## src/rtl/uirq_pkg.sv

```systemverilog
package uirq_pkg;

   localparam int NSTAT = 12;

   localparam int ST_ERRDATA = 11;
   localparam int ST_OVERRUN = 10;
   localparam int ST_BREAK   = 9;
   localparam int ST_PARITY  = 8;
   localparam int ST_FRAMING = 7;
   localparam int ST_RXTMO   = 6;
   localparam int ST_TXLVL   = 5;
   localparam int ST_RXLVL   = 4;
   localparam int ST_DSR     = 3;
   localparam int ST_DCD     = 2;
   localparam int ST_CTS     = 1;
   localparam int ST_RI      = 0;

   localparam logic [NSTAT-1:0] RAW_RESET  = NSTAT'(1) << ST_TXLVL;
   localparam logic [NSTAT-1:0] MASK_RESET = '1;
   localparam logic [2:0]       SEL_RESET  = 3'b010;

   typedef struct packed {
      logic [2:0] rx_sel;
      logic [2:0] tx_sel;
      logic       rts_hw;
      logic       ign_err;
   } cfg_t;

   // Fraction of the queue depth, in eighths, for the shared codes 0..4.
   function automatic int unsigned frac_eighths(input logic [2:0] code);
      case (code)
         3'd0:    frac_eighths = 1;
         3'd1:    frac_eighths = 2;
         3'd2:    frac_eighths = 4;
         3'd3:    frac_eighths = 6;
         3'd4:    frac_eighths = 7;
         default: frac_eighths = 0;
      endcase
   endfunction

endpackage

```

## src/rtl/uirq_cfg_regs.sv

```systemverilog
module uirq_cfg_regs
   import uirq_pkg::*;
#(
   parameter int NST = NSTAT
) (
   input  logic           clk,
   input  logic           rst_n,
   input  logic           trig_we,
   input  logic [2:0]     trig_rx_sel,
   input  logic [2:0]     trig_tx_sel,
   input  logic           ctl_we,
   input  logic           ctl_rts_hw,
   input  logic           ctl_ign_err,
   input  logic           mask_we,
   input  logic [NST-1:0] mask_wdata,
   output cfg_t           cfg,
   output logic [NST-1:0] mask
);

   cfg_t           cfg_q;
   logic [NST-1:0] mask_q;

   always_ff @(posedge clk or negedge rst_n) begin
      if (!rst_n) begin
         cfg_q.rx_sel <= SEL_RESET;
         cfg_q.tx_sel <= SEL_RESET;
      end else if (trig_we) begin
         cfg_q.rx_sel <= trig_rx_sel;
         cfg_q.tx_sel <= trig_tx_sel;
      end
   end

   always_ff @(posedge clk or negedge rst_n) begin
      if (!rst_n) begin
         cfg_q.rts_hw  <= 1'b0;
         cfg_q.ign_err <= 1'b0;
      end else if (ctl_we) begin
         cfg_q.rts_hw  <= ctl_rts_hw;
         cfg_q.ign_err <= ctl_ign_err;
      end
   end

   always_ff @(posedge clk or negedge rst_n) begin
      if (!rst_n)       mask_q <= NST'(MASK_RESET);
      else if (mask_we) mask_q <= mask_wdata;
   end

   assign cfg  = cfg_q;
   assign mask = mask_q;

endmodule

```

## src/rtl/uirq_level_cmp.sv

```systemverilog
module uirq_level_cmp #(
   parameter int  DEPTH = 64,
   parameter bit  IS_RX = 1'b1,
   localparam int LVL_W = $clog2(DEPTH + 1)
) (
   input  logic [2:0]       code,
   input  logic [LVL_W-1:0] level,
   output logic             hit
);

   logic [LVL_W-1:0] frac_thr;

   always_comb begin
      frac_thr = LVL_W'((DEPTH * uirq_pkg::frac_eighths(code)) / 8);
   end

   generate
      if (IS_RX) begin : g_rx
         // Fill threshold: fractional codes, two absolute codes, one reserved.
         always_comb begin
            case (code)
               3'd5:    hit = (level >= LVL_W'(1));
               3'd6:    hit = (level >= LVL_W'(2));
               3'd7:    hit = 1'b0;
               default: hit = (level >= frac_thr);
            endcase
         end
      end else begin : g_tx
         // Drain threshold: fractional codes only, upper three reserved.
         logic code_ok;
         always_comb begin
            code_ok = (code <= 3'd4);
            hit     = code_ok && (level < frac_thr);
         end
      end
   endgenerate

endmodule

```

## src/rtl/uirq_status_bank.sv

```systemverilog
module uirq_status_bank #(
   parameter int              NST     = 12,
   parameter logic [NST-1:0]  RAW_RST = '0,
   parameter bit              REG_IRQ = 1'b0
) (
   input  logic           clk,
   input  logic           rst_n,
   input  logic [NST-1:0] set_vec,
   input  logic           clr_we,
   input  logic [NST-1:0] clr_wdata,
   input  logic [NST-1:0] mask,
   output logic [NST-1:0] raw_stat,
   output logic [NST-1:0] masked_stat,
   output logic           irq
);

   logic [NST-1:0] raw_q;
   logic [NST-1:0] clr_vec;
   logic [NST-1:0] raw_d;

   always_comb begin
      clr_vec = clr_we ? clr_wdata : '0;
      // A condition present in the clearing cycle re-asserts its bit.
      raw_d   = (raw_q & ~clr_vec) | set_vec;
   end

   always_ff @(posedge clk or negedge rst_n) begin
      if (!rst_n) raw_q <= RAW_RST;
      else        raw_q <= raw_d;
   end

   always_comb begin
      masked_stat = raw_q & ~mask;
   end

   assign raw_stat = raw_q;

   generate
      if (REG_IRQ) begin : g_irq_reg
         logic irq_q;
         always_ff @(posedge clk or negedge rst_n) begin
            if (!rst_n) irq_q <= 1'b0;
            else        irq_q <= |(raw_d & ~mask);
         end
         assign irq = irq_q;
      end else begin : g_irq_comb
         assign irq = |masked_stat;
      end
   endgenerate

endmodule

```

## src/rtl/uirq_ctrl.sv

```systemverilog
module uirq_ctrl
   import uirq_pkg::*;
#(
   parameter int  DEPTH   = 64,
   parameter bit  REG_IRQ = 1'b0,
   localparam int LVL_W   = $clog2(DEPTH + 1)
) (
   input  logic             clk,
   input  logic             rst_n,
   input  logic             trig_we,
   input  logic [2:0]       trig_rx_sel,
   input  logic [2:0]       trig_tx_sel,
   input  logic             mask_we,
   input  logic [11:0]      mask_wdata,
   input  logic             ctl_we,
   input  logic             ctl_rts_hw,
   input  logic             ctl_ign_err,
   input  logic             clr_we,
   input  logic [11:0]      clr_wdata,
   input  logic [LVL_W-1:0] rx_level,
   input  logic [LVL_W-1:0] tx_level,
   input  logic             ev_overrun,
   input  logic             ev_break,
   input  logic             ev_parity,
   input  logic             ev_framing,
   input  logic             ev_rx_timeout,
   input  logic [3:0]       modem_chg,
   input  logic             err_data_pending,
   output logic [11:0]      raw_stat,
   output logic [11:0]      masked_stat,
   output logic             irq,
   output logic             rts_active
);

   generate
      if (DEPTH < 8 || (DEPTH % 8) != 0) begin : g_bad_depth
         $error("uirq_ctrl: DEPTH must be a positive multiple of 8");
      end
   endgenerate

   cfg_t             cfg;
   logic [NSTAT-1:0] mask;
   logic             rx_hit;
   logic             tx_hit;
   logic             rx_req;
   logic             rts_hw_q;
   logic [NSTAT-1:0] set_vec;

   uirq_cfg_regs #(.NST(NSTAT)) u_cfg (
      .clk         (clk),
      .rst_n       (rst_n),
      .trig_we     (trig_we),
      .trig_rx_sel (trig_rx_sel),
      .trig_tx_sel (trig_tx_sel),
      .ctl_we      (ctl_we),
      .ctl_rts_hw  (ctl_rts_hw),
      .ctl_ign_err (ctl_ign_err),
      .mask_we     (mask_we),
      .mask_wdata  (mask_wdata),
      .cfg         (cfg),
      .mask        (mask)
   );

   uirq_level_cmp #(.DEPTH(DEPTH), .IS_RX(1'b1)) u_rx_cmp (
      .code  (cfg.rx_sel),
      .level (rx_level),
      .hit   (rx_hit)
   );

   uirq_level_cmp #(.DEPTH(DEPTH), .IS_RX(1'b0)) u_tx_cmp (
      .code  (cfg.tx_sel),
      .level (tx_level),
      .hit   (tx_hit)
   );

   always_comb begin
      rx_req                 = rx_hit & (cfg.ign_err | ~err_data_pending);
      set_vec                = '0;
      set_vec[ST_ERRDATA]    = err_data_pending;
      set_vec[ST_OVERRUN]    = ev_overrun;
      set_vec[ST_BREAK]      = ev_break;
      set_vec[ST_PARITY]     = ev_parity;
      set_vec[ST_FRAMING]    = ev_framing;
      set_vec[ST_RXTMO]      = ev_rx_timeout;
      set_vec[ST_TXLVL]      = tx_hit;
      set_vec[ST_RXLVL]      = rx_req;
      set_vec[ST_DSR]        = modem_chg[3];
      set_vec[ST_DCD]        = modem_chg[2];
      set_vec[ST_CTS]        = modem_chg[1];
      set_vec[ST_RI]         = modem_chg[0];
   end

   uirq_status_bank #(
      .NST     (NSTAT),
      .RAW_RST (RAW_RESET),
      .REG_IRQ (REG_IRQ)
   ) u_stat (
      .clk         (clk),
      .rst_n       (rst_n),
      .set_vec     (set_vec),
      .clr_we      (clr_we),
      .clr_wdata   (clr_wdata),
      .mask        (mask),
      .raw_stat    (raw_stat),
      .masked_stat (masked_stat),
      .irq         (irq)
   );

   assign rts_hw_q   = cfg.rts_hw;
   // Request more data only while the receive queue sits below its trigger.
   assign rts_active = rts_hw_q & ~rx_hit;

endmodule

```

## config.mk

```make
export PLATFORM = sky130hd
export DESIGN_NAME = uirq_ctrl
export DESIGN_NICKNAME = d
export VERILOG_FILES = /design/src/rtl/uirq_pkg.sv /design/src/rtl/uirq_cfg_regs.sv /design/src/rtl/uirq_level_cmp.sv /design/src/rtl/uirq_status_bank.sv /design/src/rtl/uirq_ctrl.sv
export SDC_FILE = /design/constraint.sdc
export NUM_CORES = 1
export LEC_CHECK = 0
export ABC_AREA = 1
export BUFFER_PORTS_ARGS = -buffer_cell sky130_fd_sc_hd__buf_4
export CORE_MARGIN = 2
export CORE_UTILIZATION = 41
export CTS_BUF_LIST = sky130_fd_sc_hd__clkbuf_2 sky130_fd_sc_hd__clkbuf_4 sky130_fd_sc_hd__clkbuf_8
export DETAILED_ROUTE_END_ITERATION = 10
export GPL_ROUTABILITY_DRIVEN = 0
export HOLD_SLACK_MARGIN = 0.08
export PLACE_DENSITY = 0.77
export SLEW_MARGIN = 20
export SYNTH_ARGS = -nofsm -noshare
export SYNTH_HDL_FRONTEND = slang
export SYNTH_SLANG_ARGS = --single-unit
```

## constraint.sdc

```tcl
create_clock -name clk -period 2.1 [get_ports clk]
set_clock_uncertainty 0.15 [all_clocks]
set_input_delay 0.42 -clock clk [delete_from_list [all_inputs] [get_ports clk]]
set_output_delay 0.42 -clock clk [all_outputs]
set_load 0.005 [all_outputs]
```

==> flow_summary.ini <==
[synthesis]
synthCells = 179
yosys_register_bits = 32
avgSynthCellArea_um2 = 9.059
synth_area_um2 = 1622
yosysTopAreaCellShare_pct = 26.23
yosys_warnings = 0
syn-num-nets = 246
yosys-top-cells-area = dfrtp_1 26%, dfstp_2 24%, mux2_1 9.0%
synth-seq-area-share_pct = 50.54
synth_area_leader_cell = dfrtp_1
synth_cell_type_count = 23

[routing]
drt_iter0_drc = 34
viasPerCell = 4.595
dr.pass1.iters = 4
wirelength_mm = 3.857
ant_nets = 0
drc = 0
route.vias.total = 1507
wire_per_inst_um = 11.76

[worst_setup_path]
path_depth = 11
path_class = reg2out
worstPathMaxFanout = 3
cp-start-kind = register
rr_startpoint = u_cfg.cfg[6]
reg2reg_depth = 17
setup.worst_path.end_class = primary output
cp_slowest_cell = dfstp_2
crit_family = flip-flops
critPathArrivalTime_ns = 1.92
crit_required_ns = 1.53
cpPeakStageDelay_ns = 0.55
crit_start = u_cfg.cfg[6]
critPathBufInv = 2
crit_chain = nor2_2, nor2_2, inv_1, o21ai_1, ha_1, nand2_1, nand2_1, nor2_2, nand3_2, a21oi_2, buf_4
crit_path_frequent_cell = nor2_2

[finish]
seq_area_um2 = 819.5
fin_nets = 346
most-common-layout-cells = 94 x buf_4, 26 x nand2_1, 20 x nor2_1, 18 x inv_1, 17 x dfrtp_1
final_common_cell = buf_4
drive_gt1_share_pct = 48.57
antenna-diode-count = 0
area_growth_pct = 54.63
fill_cells = 337
multi_input_area_um2 = 684.4

[clock_network]
clockRootBuffer = clkbuf_8
clk_latency_ns = 0.28
clk_path_buf_depth = 2
clk_pin_slew_ns = 0.06
cts-buffers-inserted = 5
cts_tree = built
cts.sinks = 32
cts_max_level = 2

[floorplan]
die_area_um2 = 4474
fp.dieW_um = 66.89
initial_core_util_pct = 43.32
dieHeight_um = 66.89
num_io_pins = 88
coreArea_um2 = 3744
rows = 22

[power_and_ir_drop]
ir_drop_mv = 0.5030
p_leak_uw = 0.001281
power_density_nw_per_um2 = 687.3

[sta]
finalCriticalPeriod_ns = 2.490
hold_slack_ns = 0.1754
fmax_ghz = 0.4017
rsz0062_at_grt = yes
setup_viol = 2
slew_violations = 0
fin_ws_ns = -0.3897
timing.final.crit_share_pct = 118.6
slew_headroom_pct = 73.82
worst_pin_slew_ns = 0.3927
final_hold_viol_count = 0

[place]
dp_hpwl_mm = 3.092
port_buffers = 84
dp_slack_ns = -0.09423

[global_routing]
grt_pass1_vias = 1564
grt_overflow = 0
track_usage_pct = 19.51
grt_pass1_wl_mm = 6.513
antenna_found_initial = 0
grt_max_degree = 33

[status]
violations = setup timing
status = finished, violations left

[flow_run]
maxCapViolations = 0

[hold_path]
min_path_type = in2reg
min_from = ev_parity
min_path_cells = 2
## cell families after synthesis
logic type,Yosys count,share of synthesized area (%)
compound gates,29,9.645
simple gates,69,19.37
buf+inv,31,7.562
fa+ha+maj,5,3.858
mux,13,9.028
flops,32,50.54
## path summary, 6_finish.rpt
check,end,slack (ns)
min in group asynchronous,u_stat.raw_stat[8],0.47
worst max-delay path,rts_active,-0.39
worst min register to register,u_stat.raw_stat[5],0.33
max in group asynchronous,u_cfg.mask[7],1.01
worst max register to register,u_stat.raw_stat[4],-0.38
worst min-delay path,u_stat.raw_stat[8],0.18
## what timing repair did
item                       in CTS  in global routing
setup endpoints to repair       1                  2
gates resized for setup         1                  3
pin swaps                       6                  8
hold buffers                    1                  0
hold endpoints to repair       17                  0
buffers inserted                6                  0
## flip-flops by register name (all words and copies together) (netlist names)
register and cells:
u_cfg.mask 12, u_stat.raw_stat 12, u_cfg.cfg 8
## metrics by stage
step                setup TNS, ns  power (µW)  area [µm²]  util (%)  std cells
global placement         -0.05794        1121        2332     62.30        313
global route               -1.033        1832        2507     66.98        328
finish                    -0.7686        1723        2507     66.98        328
detailed placement       -0.09423        1136        2332     62.30        313
CTS                       -0.7560        1744        2499     66.74        328
floorplan                       0       906.9        1622         -        179
## worst register-to-register path, cell delays in order (launching register included)
cell	delay (ns)
dfstp_2	0.55
nor2_2	0.04
nor2_2	0.09
inv_1	0.05
o21ai_1	0.08
ha_1	0.25
nand2_1	0.07
nand2_1	0.05
nor2_2	0.11
nand3_2	0.11
buf_6	0.13
buf_4	0.11
buf_4	0.12
buf_4	0.12
buf_4	0.12
buf_4	0.12
nand3_2	0.06
nand2_1	0.04
## synth_stat cells, drive strengths merged
cell type,n
buf,3
inv,28
dfrtp,17
o22ai,3
a21oi,13
o21ai,13
ha,5
nand3,3
nand2,27
nor3,4
or2,11
dfstp,15
nand3b,1
nor2,23
mux2,13
## report_power, final
part	switching, µW	total [µW]	internal, µW
clock	208	572	364
sequential	38.0	736	698
combinational	172	415	242
## routing by layer
metal | wire length [µm] | GRT usage (%)
met1 | 1459 | 19.96
met2 | 2001 | 37.25
met3 | 339 | 5.068
met4 | 56 | 7.653
met5 | 0 | 0
## layout make-up
type / count / share of cell area (%)
multi-input combinational: 116 / 27.30
clock inverter: 2 / 1.397
timing repair buffer: 96 / 28.99
tap: 48 / 2.395
sequential: 32 / 32.68
clock buffer: 6 / 3.044
inverter: 28 / 4.192
No activity file was read; power rests on OpenSTA's default activity.
